## config.mk

```make
export PLATFORM = sky130hd
export DESIGN_NAME = dma_addr_seq
export DESIGN_NICKNAME = d
export VERILOG_FILES = /design/src/rtl/dma_seq_pkg.sv /design/src/rtl/dma_seq_cfg_check.sv /design/src/rtl/dma_seq_addr_step.sv /design/src/rtl/dma_seq_loop_ctrl.sv /design/src/rtl/dma_addr_seq.sv
export SDC_FILE = /design/constraint.sdc
export NUM_CORES = 1
export LEC_CHECK = 0
export CELL_PAD_IN_SITES_DETAIL_PLACEMENT = 0
export CELL_PAD_IN_SITES_GLOBAL_PLACEMENT = 1
export CORE_ASPECT_RATIO = 1.75
export CORE_MARGIN = 8
export CORE_UTILIZATION = 43
export CTS_CLUSTER_DIAMETER = 40
export DETAILED_ROUTE_END_ITERATION = 16
export PLACE_DENSITY_LB_ADDON = 0.1
export SYNTH_ARGS = -nofsm -noshare
export SYNTH_HDL_FRONTEND = slang
export SYNTH_HIERARCHICAL = 1
export SYNTH_SLANG_ARGS = --single-unit
```

## constraint.sdc

```tcl
create_clock -name clk -period 6.05 [get_ports clk]
set_clock_uncertainty 0.05 [all_clocks]
set_input_delay 0.9075 -clock clk [delete_from_list [all_inputs] [get_ports clk]]
set_output_delay 0.9075 -clock clk [all_outputs]
set_load 0.005 [all_outputs]
```

## src/rtl/dma_seq_pkg.sv

```systemverilog
package dma_seq_pkg;

  // Larger of two size codes: the beat granule in bytes is 2**code.
  function automatic logic [1:0] wider_size(input logic [1:0] a, input logic [1:0] b);
    return (a > b) ? a : b;
  endfunction

  localparam int unsigned SIDES = 2;   // 0 = read side, 1 = write side
  localparam logic [1:0]  MAX_SZ = 2'd2;

endpackage

```

## src/rtl/dma_seq_cfg_check.sv

```systemverilog
module dma_seq_cfg_check
  import dma_seq_pkg::*;
#(
  parameter int NW = 16,
  parameter int IW = 9
) (
  input  logic [1:0]    ssize,
  input  logic [1:0]    dsize,
  input  logic [NW-1:0] nbytes,
  input  logic [IW-1:0] biter,
  output logic [NW-1:0] nbeats,
  output logic          bad
);
  logic [1:0]    gran;
  logic [NW-1:0] low_mask;

  always_comb begin
    gran     = wider_size(ssize, dsize);
    low_mask = (NW'(1) << gran) - NW'(1);
    nbeats   = nbytes >> gran;
    bad      = (ssize > MAX_SZ) || (dsize > MAX_SZ) ||
               (nbytes == '0) || ((nbytes & low_mask) != '0) ||
               (biter == '0);
  end
endmodule

```

## src/rtl/dma_seq_addr_step.sv

```systemverilog
module dma_seq_addr_step #(
  parameter int AW = 32,
  parameter int MW = 5
) (
  input  logic [AW-1:0] base,
  input  logic [AW-1:0] delta,
  input  logic [MW-1:0] modw,
  output logic [AW-1:0] next
);
  logic [AW-1:0] sum;
  logic [AW-1:0] frozen;

  always_comb begin
    sum    = base + delta;
    frozen = (modw == '0) ? '0 : ~((AW'(1) << modw) - AW'(1));
    next   = (base & frozen) | (sum & ~frozen);
  end
endmodule

```

## src/rtl/dma_seq_loop_ctrl.sv

```systemverilog
module dma_seq_loop_ctrl #(
  parameter int NW = 16,
  parameter int IW = 9
) (
  input  logic          clk,
  input  logic          rst,
  input  logic          load,
  input  logic [IW-1:0] load_biter,
  input  logic          blocked,
  input  logic [NW-1:0] nbeats,
  input  logic [IW-1:0] biter,
  input  logic          req,
  input  logic          beat_ready,
  output logic          beat_valid,
  output logic          fire,
  output logic          minor_end,
  output logic          major_end,
  output logic          major_done
);
  logic [NW-1:0] left_q;
  logic [IW-1:0] citer_q;

  assign fire      = beat_valid & beat_ready;
  assign minor_end = fire && (left_q == NW'(1));
  assign major_end = minor_end && (citer_q == IW'(1));

  always_ff @(posedge clk) begin
    if (rst) begin
      beat_valid <= 1'b0;
      left_q     <= '0;
      citer_q    <= '0;
      major_done <= 1'b0;
    end else begin
      major_done <= 1'b0;
      if (load) begin
        beat_valid <= 1'b0;
        left_q     <= '0;
        citer_q    <= load_biter;
      end else if (!beat_valid) begin
        if (req && !blocked) begin
          beat_valid <= 1'b1;
          left_q     <= nbeats;
        end
      end else if (fire) begin
        left_q <= left_q - NW'(1);
        if (minor_end) begin
          beat_valid <= 1'b0;
          if (major_end) begin
            citer_q    <= biter;
            major_done <= 1'b1;
          end else begin
            citer_q <= citer_q - IW'(1);
          end
        end
      end
    end
  end
endmodule

```

## src/rtl/dma_addr_seq.sv

```systemverilog
module dma_addr_seq
  import dma_seq_pkg::*;
#(
  parameter int AW = 32,
  parameter int OW = 16,
  parameter int MW = 5,
  parameter int NW = 16,
  parameter int IW = 9
) (
  input  logic          clk,
  input  logic          rst,
  input  logic          desc_load,
  input  logic [AW-1:0] desc_saddr,
  input  logic [AW-1:0] desc_daddr,
  input  logic [OW-1:0] desc_soff,
  input  logic [OW-1:0] desc_doff,
  input  logic [1:0]    desc_ssize,
  input  logic [1:0]    desc_dsize,
  input  logic [MW-1:0] desc_smod,
  input  logic [MW-1:0] desc_dmod,
  input  logic [NW-1:0] desc_nbytes,
  input  logic [IW-1:0] desc_biter,
  input  logic [AW-1:0] desc_slast,
  input  logic [AW-1:0] desc_dlast,
  input  logic          svc_req,
  output logic          beat_valid,
  input  logic          beat_ready,
  output logic [AW-1:0] beat_raddr,
  output logic [AW-1:0] beat_waddr,
  output logic [1:0]    beat_rsize,
  output logic [1:0]    beat_wsize,
  output logic          major_done,
  output logic          cfg_err
);
  localparam int EXT = AW - OW;

  // Per-side descriptor state, index 0 = read, 1 = write
  logic [AW-1:0] addr_q [SIDES];
  logic [AW-1:0] off_q  [SIDES];
  logic [AW-1:0] last_q [SIDES];
  logic [MW-1:0] mod_q  [SIDES];
  logic [AW-1:0] step_n [SIDES];
  logic [AW-1:0] init_a [SIDES];
  logic [AW-1:0] init_o [SIDES];
  logic [AW-1:0] init_l [SIDES];
  logic [MW-1:0] init_m [SIDES];

  logic [1:0]    ssz_q, dsz_q;
  logic [NW-1:0] nbeats_q;
  logic [IW-1:0] biter_q;
  logic          err_q, loaded_q;

  logic [NW-1:0] chk_nbeats;
  logic          chk_bad;
  logic          fire, minor_end, major_end;

  assign init_a[0] = desc_saddr;
  assign init_a[1] = desc_daddr;
  assign init_o[0] = {{EXT{desc_soff[OW-1]}}, desc_soff};
  assign init_o[1] = {{EXT{desc_doff[OW-1]}}, desc_doff};
  assign init_l[0] = desc_slast;
  assign init_l[1] = desc_dlast;
  assign init_m[0] = desc_smod;
  assign init_m[1] = desc_dmod;

  dma_seq_cfg_check #(.NW(NW), .IW(IW)) u_cfg (
    .ssize  (desc_ssize),
    .dsize  (desc_dsize),
    .nbytes (desc_nbytes),
    .biter  (desc_biter),
    .nbeats (chk_nbeats),
    .bad    (chk_bad)
  );

  dma_seq_loop_ctrl #(.NW(NW), .IW(IW)) u_loop (
    .clk        (clk),
    .rst        (rst),
    .load       (desc_load),
    .load_biter (desc_biter),
    .blocked    (err_q | ~loaded_q),
    .nbeats     (nbeats_q),
    .biter      (biter_q),
    .req        (svc_req),
    .beat_ready (beat_ready),
    .beat_valid (beat_valid),
    .fire       (fire),
    .minor_end  (minor_end),
    .major_end  (major_end),
    .major_done (major_done)
  );

  for (genvar g = 0; g < SIDES; g++) begin : g_side
    dma_seq_addr_step #(.AW(AW), .MW(MW)) u_step (
      .base  (addr_q[g]),
      .delta (off_q[g]),
      .modw  (mod_q[g]),
      .next  (step_n[g])
    );

    always_ff @(posedge clk) begin
      if (rst) begin
        addr_q[g] <= '0;
        off_q[g]  <= '0;
        last_q[g] <= '0;
        mod_q[g]  <= '0;
      end else if (desc_load) begin
        addr_q[g] <= init_a[g];
        off_q[g]  <= init_o[g];
        last_q[g] <= init_l[g];
        mod_q[g]  <= init_m[g];
      end else if (fire) begin
        addr_q[g] <= major_end ? (step_n[g] + last_q[g]) : step_n[g];
      end
    end
  end

  always_ff @(posedge clk) begin
    if (rst) begin
      ssz_q    <= '0;
      dsz_q    <= '0;
      nbeats_q <= '0;
      biter_q  <= '0;
      err_q    <= 1'b0;
      loaded_q <= 1'b0;
    end else if (desc_load) begin
      ssz_q    <= desc_ssize;
      dsz_q    <= desc_dsize;
      nbeats_q <= chk_nbeats;
      biter_q  <= desc_biter;
      err_q    <= chk_bad;
      loaded_q <= 1'b1;
    end
  end

  assign beat_raddr = addr_q[0];
  assign beat_waddr = addr_q[1];
  assign beat_rsize = ssz_q;
  assign beat_wsize = dsz_q;
  assign cfg_err    = err_q;

endmodule

```

**Word level (Yosys, flattened, before mapping)**

Memory sizes are Yosys's and may differ from the RTL's.
Index checks and enable logic that the tools add are counted.

- Multiplexer cells: 37
- Eq/ne operators: 3
- Bitwise gates (word level): 27
- $add $sub $neg: 9
- Shift operators: 4
- $lt $le $gt $ge: 3
- Reduce and logical (&&, ||, !) cells: 21

Operator list:

| kind | count |
|---|---|
| $mux W32 | 12 |
| $add A32 B32 Y32 | 4 |
| $and A32 B32 Y32 | 4 |
| $not A32 Y32 | 4 |
| $or A32 B32 Y32 | 2 |
| $shl A1 B5 Y32 const A | 2 |
| $sub A32 B1 Y32 const B | 2 |
| $mux W16 | 3 |
| $mux W9 | 5 |
| $and A16 B16 Y16 | 1 |
| $eq A16 B1 Y1 const B | 1 |
| $logic_not A16 Y1 | 1 |
| $reduce_bool A16 Y1 | 1 |
| $shl A1 B2 Y16 const A | 1 |
| $shr A16 B2 Y16 | 1 |
| $sub A16 B1 Y16 const B | 1 |
| $sub A16 B2 Y16 const B | 1 |
| $mux W1 | 14 |
| $or A1 B1 Y1 | 11 |
| $logic_not A5 Y1 | 2 |
| $mux W5 | 2 |
| $eq A9 B1 Y1 const B | 1 |
| $logic_not A9 Y1 | 1 |
| $sub A9 B1 Y9 const B | 1 |
| other kinds (14) | 26 |

- Memories kept: 4
- Register bits after elaboration: 58
- RAM bits: 202
- Logic and storage cells: 118
- Input bits: 204

Memories:

| name | depth | width | rd ports | clocked after Yosys merged registers in | wr ports | line | text |
|---|---|---|---|---|---|---|---|
| addr_q | 2 | 32 | 2 | 0 | 2 | dma_addr_seq.sv:38 | `logic [AW-1:0] addr_q [SIDES];` |
| last_q | 2 | 32 | 2 | 0 | 2 | dma_addr_seq.sv:40 | `logic [AW-1:0] last_q [SIDES];` |
| off_q | 2 | 32 | 2 | 0 | 2 | dma_addr_seq.sv:39 | `logic [AW-1:0] off_q [SIDES];` |
| mod_q | 2 | 5 | 2 | 0 | 2 | dma_addr_seq.sv:41 | `logic [MW-1:0] mod_q [SIDES];` |

**Logic depth before layout (Yosys ltp)**

- Depth after elaboration: 10
- Gate-level depth with buffers: 24
- Mapped depth without buffers: 22

**By module**

The synthesis kept the hierarchy.

By module, submodules not included:

| module | seq. area each (um^2) | area an instance (um^2) | cells each | instances |
|---|---|---|---|---|
| dma_addr_seq | 5725.5 | 11194.5 | 1020 | 1 |
| dma_seq_addr_step at g_side[1].u_step | 0.0 | 2705.1 | 414 | 1 |
| dma_seq_addr_step at g_side[0].u_step | 0.0 | 2616.3 | 404 | 1 |
| dma_seq_loop_ctrl | 540.5 | 1844.3 | 240 | 1 |
| dma_seq_cfg_check | 0.0 | 645.6 | 63 | 1 |

**Least setup slack after synthesis**

Ideal clock, no wire load.

- Path kind: register -> register
- From: memory mod_q[1][4]
- To: memory addr_q[1][28], data pin
- Stages on the path, launching flop included: 20
- Data arrival time: 4.594 ns
- Library setup time: 0.261 ns
- Path slack: 1.145 ns
- Path through: edfxtp_1 > clkbuf_1 > clkbuf_1 > buf_1 > or4_1 > ha_1 > clkbuf_1 > clkbuf_1 > and4_1 > o41ai_1 > ha_1 > a21o_1 > a22o_1 > o31ai_4 > o31ai_4 > o2bb2ai_2 > a221oi_2 > o31ai_2 > xnor2_1 > o21ai_1

RTL lines:

| item | line |
|---|---|
| start, declared | dma_addr_seq.sv:41 |
| end, declared | dma_addr_seq.sv:38 |

==> out/results.ini <==
[status]
status=complete, no violations

[routing]
drt_wl_total_um=67000
vias=17600
drtIter0Drc=981
drc_errors=0
wl_per_cell_um=22.4
drtAntennaViolNets=0
drt-pass1-iter-count=8
via_per_inst=5.91

[clock_network]
cts_max_level=2
ctsResizeCount=0
clock_path_buffers=3
cts_hold_buf=0
tritoncts=yes
path_clk_slew_ns=0.06
cts_setup_buffers=0
clk_latency_ns=0.53
root_buffer=clkbuf_16
cts_sinks=228
numCtsBuffers=35

[yosys]
ys_seq_elements=228
synth_area_um2=19000
synth_flop_cell=edfxtp_1
synthCells=2141
ys_top_cells_by_area=edfxtp_1 (27%), ha_1 (8.9%), dfxtp_1 (6.1%), a21oi_1 (4.6%), o21ai_0 (4.0%)
yosysMostFrequentCell=nand2_1
synthArstFlopShare_pct=0
syn-num-nets=2484
synth.largest_area_cell=edfxtp_1
avgSynthCellArea_um2=8.88
synthTopCellsByCount=nand2_1 (194), a21oi_1 (176), edfxtp_1 (170)
ys_seq_area_share_pct=33.0
synth-edff-count=170
synth_cell_types=115
synth.top_cell.area_share_pct=26.9
yosys_warnings=6

[worst_hold_path]
holdCritPathClass=flip-flop to flip-flop

[global_route]
antenna_found_initial=1
grt_pass1_vias=18200
grt_overflow_total=0
track_usage_pct=25.3
grt_pass1_wl_um=102000
grt_max_degree=171

[finish]
areaGrowthSynthToFinish_pct=23.7
drive_above_1_share_pct=8.41
finalNonFillerCells=2987
fillers=4194
nets=2730

[critical_path]
crit_path_start_kind=flip-flop
required_ns=6.26
crit_top_cell=a21oi_1
cpPeakStageDelay_ns=0.52
critPathKind=flip-flop to flip-flop
cp.arrival_ns=5.63
cpMaxStageDelayCell=a311oi_2
path_cells=buf_4 > or2_2 > or4_1 > ha_1 > nor2b_1 > a21oi_1 > o32a_1 > nor2_1 > a21oi_1 > o31ai_1 > ha_1 > nand3_2 > nor3_1 > a41oi_1 > a311oi_2 > o211ai_1 > a21oi_1 > nor4_1 > nor3_1 > nand2_1
cp_max_fo=17
worstSetupEndpointType=flip-flop

[sta]
setup_tns_ns=0
rsz0062_at_grt=false
slew_headroom_pct=22.5
tightest_slew_ns=1.15
hold_violations=0
slew_viol_final=0
setup_viol=0
min_period_over_period_pct=89.6
fmax_mhz=184
min_period_ns=5.42

[placement]
gp_congestion=0.947
dp_hpwl_um=53000
port_buffers=274
placed_cells=2922

[pwr]
p_clk_share_pct=34.2
intPower_mw=4.02
vdd_drop_max_mv=0.224
power_frac_comb_pct=34.8
sw_frac_of_total_pct=34.4
p_per_area_nw_per_um2=260
p_sw_mw=2.11
leakagePower_nw=9.52
pwr-share-seq_pct=31.0
totalPowerFinal_mw=6.13

[flow_run]
maxCapViolations=0

[floorplan]
ios=275
die_height_um=294
num_rows=102
fp.dieW_um=175
initial_core_util_pct=43.3
core_area_um2=43900
dieArea_um2=51400

-- stage by stage --
step	setup slack [ns]	utilization, %	hold slack, ns	instance area [um^2]
5_1_grt	0.122	53.6	0.447	23500
4_1_cts	0.611	53.6	0.422	23500
3_5_place_dp	0.671	50.8	0.415	22300
2_1_floorplan	1.14	-	0.391	19000
3_3_place_gp	0.712	50.8	0.408	22300
6_report	0.627	53.6	0.424	23500
-- cell families (layout without fill, tap and decap cells) --
group,count (synthesis),in the layout,synth area share [%]
adder cells (fa/ha/maj),139,139,9.31
flip-flops,228,228,33.0
other,0,1,0
buffers and inverters,164,437,3.59
AND/OR/NAND/NOR,723,723,19.3
AO/OA/AOI/OAI,696,696,24.3
multiplexers,93,93,5.99
XOR/XNOR,98,98,4.52
-- layout make-up --
type / count / area [um^2] / area share, %
antenna: 1 / 2.50 / 0.0106
timing repair buffer: 310 / 3020 / 12.8
inverter: 63 / 239 / 1.02
clock buffer: 41 / 930 / 3.95
tap: 572 / 716 / 3.04
sequential: 228 / 6270 / 26.6
multi-input combinational: 1749 / 12100 / 51.3
clock inverter: 23 / 269 / 1.14
-- cells in the final DEF (no fill, tap or decap), drive strengths merged, types with 58 or more instances in the layout --
cell type / instances
a21o: 74
mux2i: 59
nor2: 169
o21ai: 179
edfxtp: 170
and2: 117
clkdlybuf4s50: 273
ha: 135
a21oi: 178
dfxtp: 58
inv: 68
nand2: 196
-- critical path: cells and delay by family, from the launching register on --
kind | cells | cell delay (ns)
AO/OA/AOI/OAI | 8 | 2.02
AND/OR/NAND/NOR | 9 | 1.84
adder cells (fa/ha/maj) | 2 | 0.67
flip-flops | 1 | 0.39
buffers and inverters | 1 | 0.19
-- sequential cells by signal, summed over array words and instances (netlist names) --
signal,cells
u_loop/citer_q,9
biter_q,9
last_q,64
cfg_err,1
mod_q,10
u_loop/beat_valid,1
nbeats_q,16
addr_q,64
u_loop/left_q,16
off_q,32
beat_wsize,2
beat_rsize,2
u_loop/major_done,1
loaded_q,1
-- path summary, 6_finish.rpt --
check | from | endpoint | slack (ns) | cells after the start
max | mod_q[1][3]$_SDFFCE_PN0P_ | addr_q[1][31]$_SDFFCE_PN0P_ | 0.63 | 20
min | u_loop/left_q[1]$_SDFFE_PP0P_ | u_loop/left_q[1]$_SDFFE_PP0P_ | 0.42 | 2
max reg2reg | mod_q[1][3]$_SDFFCE_PN0P_ | addr_q[1][31]$_SDFFCE_PN0P_ | 0.63 | 20
min reg2reg | u_loop/left_q[1]$_SDFFE_PP0P_ | u_loop/left_q[1]$_SDFFE_PP0P_ | 0.42 | 2
-- power by group through the flow --
stage / clock, mW / combinational, mW / sequential (mW)
2_1_floorplan: 0 / 1.45 / 1.89
3_3_place_gp: 0 / 2.10 / 1.93
3_5_place_dp: 0 / 2.12 / 1.93
4_1_cts: 2.14 / 2.13 / 1.90
5_1_grt: 2.19 / 2.34 / 1.91
6_report: 2.10 / 2.13 / 1.90
-- layer usage --
metal	global-route usage, %	vias to the layer above	part of all wire, %
met5	0	-	0
met4	14.8	0	6.1
met1	24.6	8438	35
li1	-	8536	-
met2	50.0	526	55
met3	3.04	142	4.0
Power figures use the tool's default switching activity.
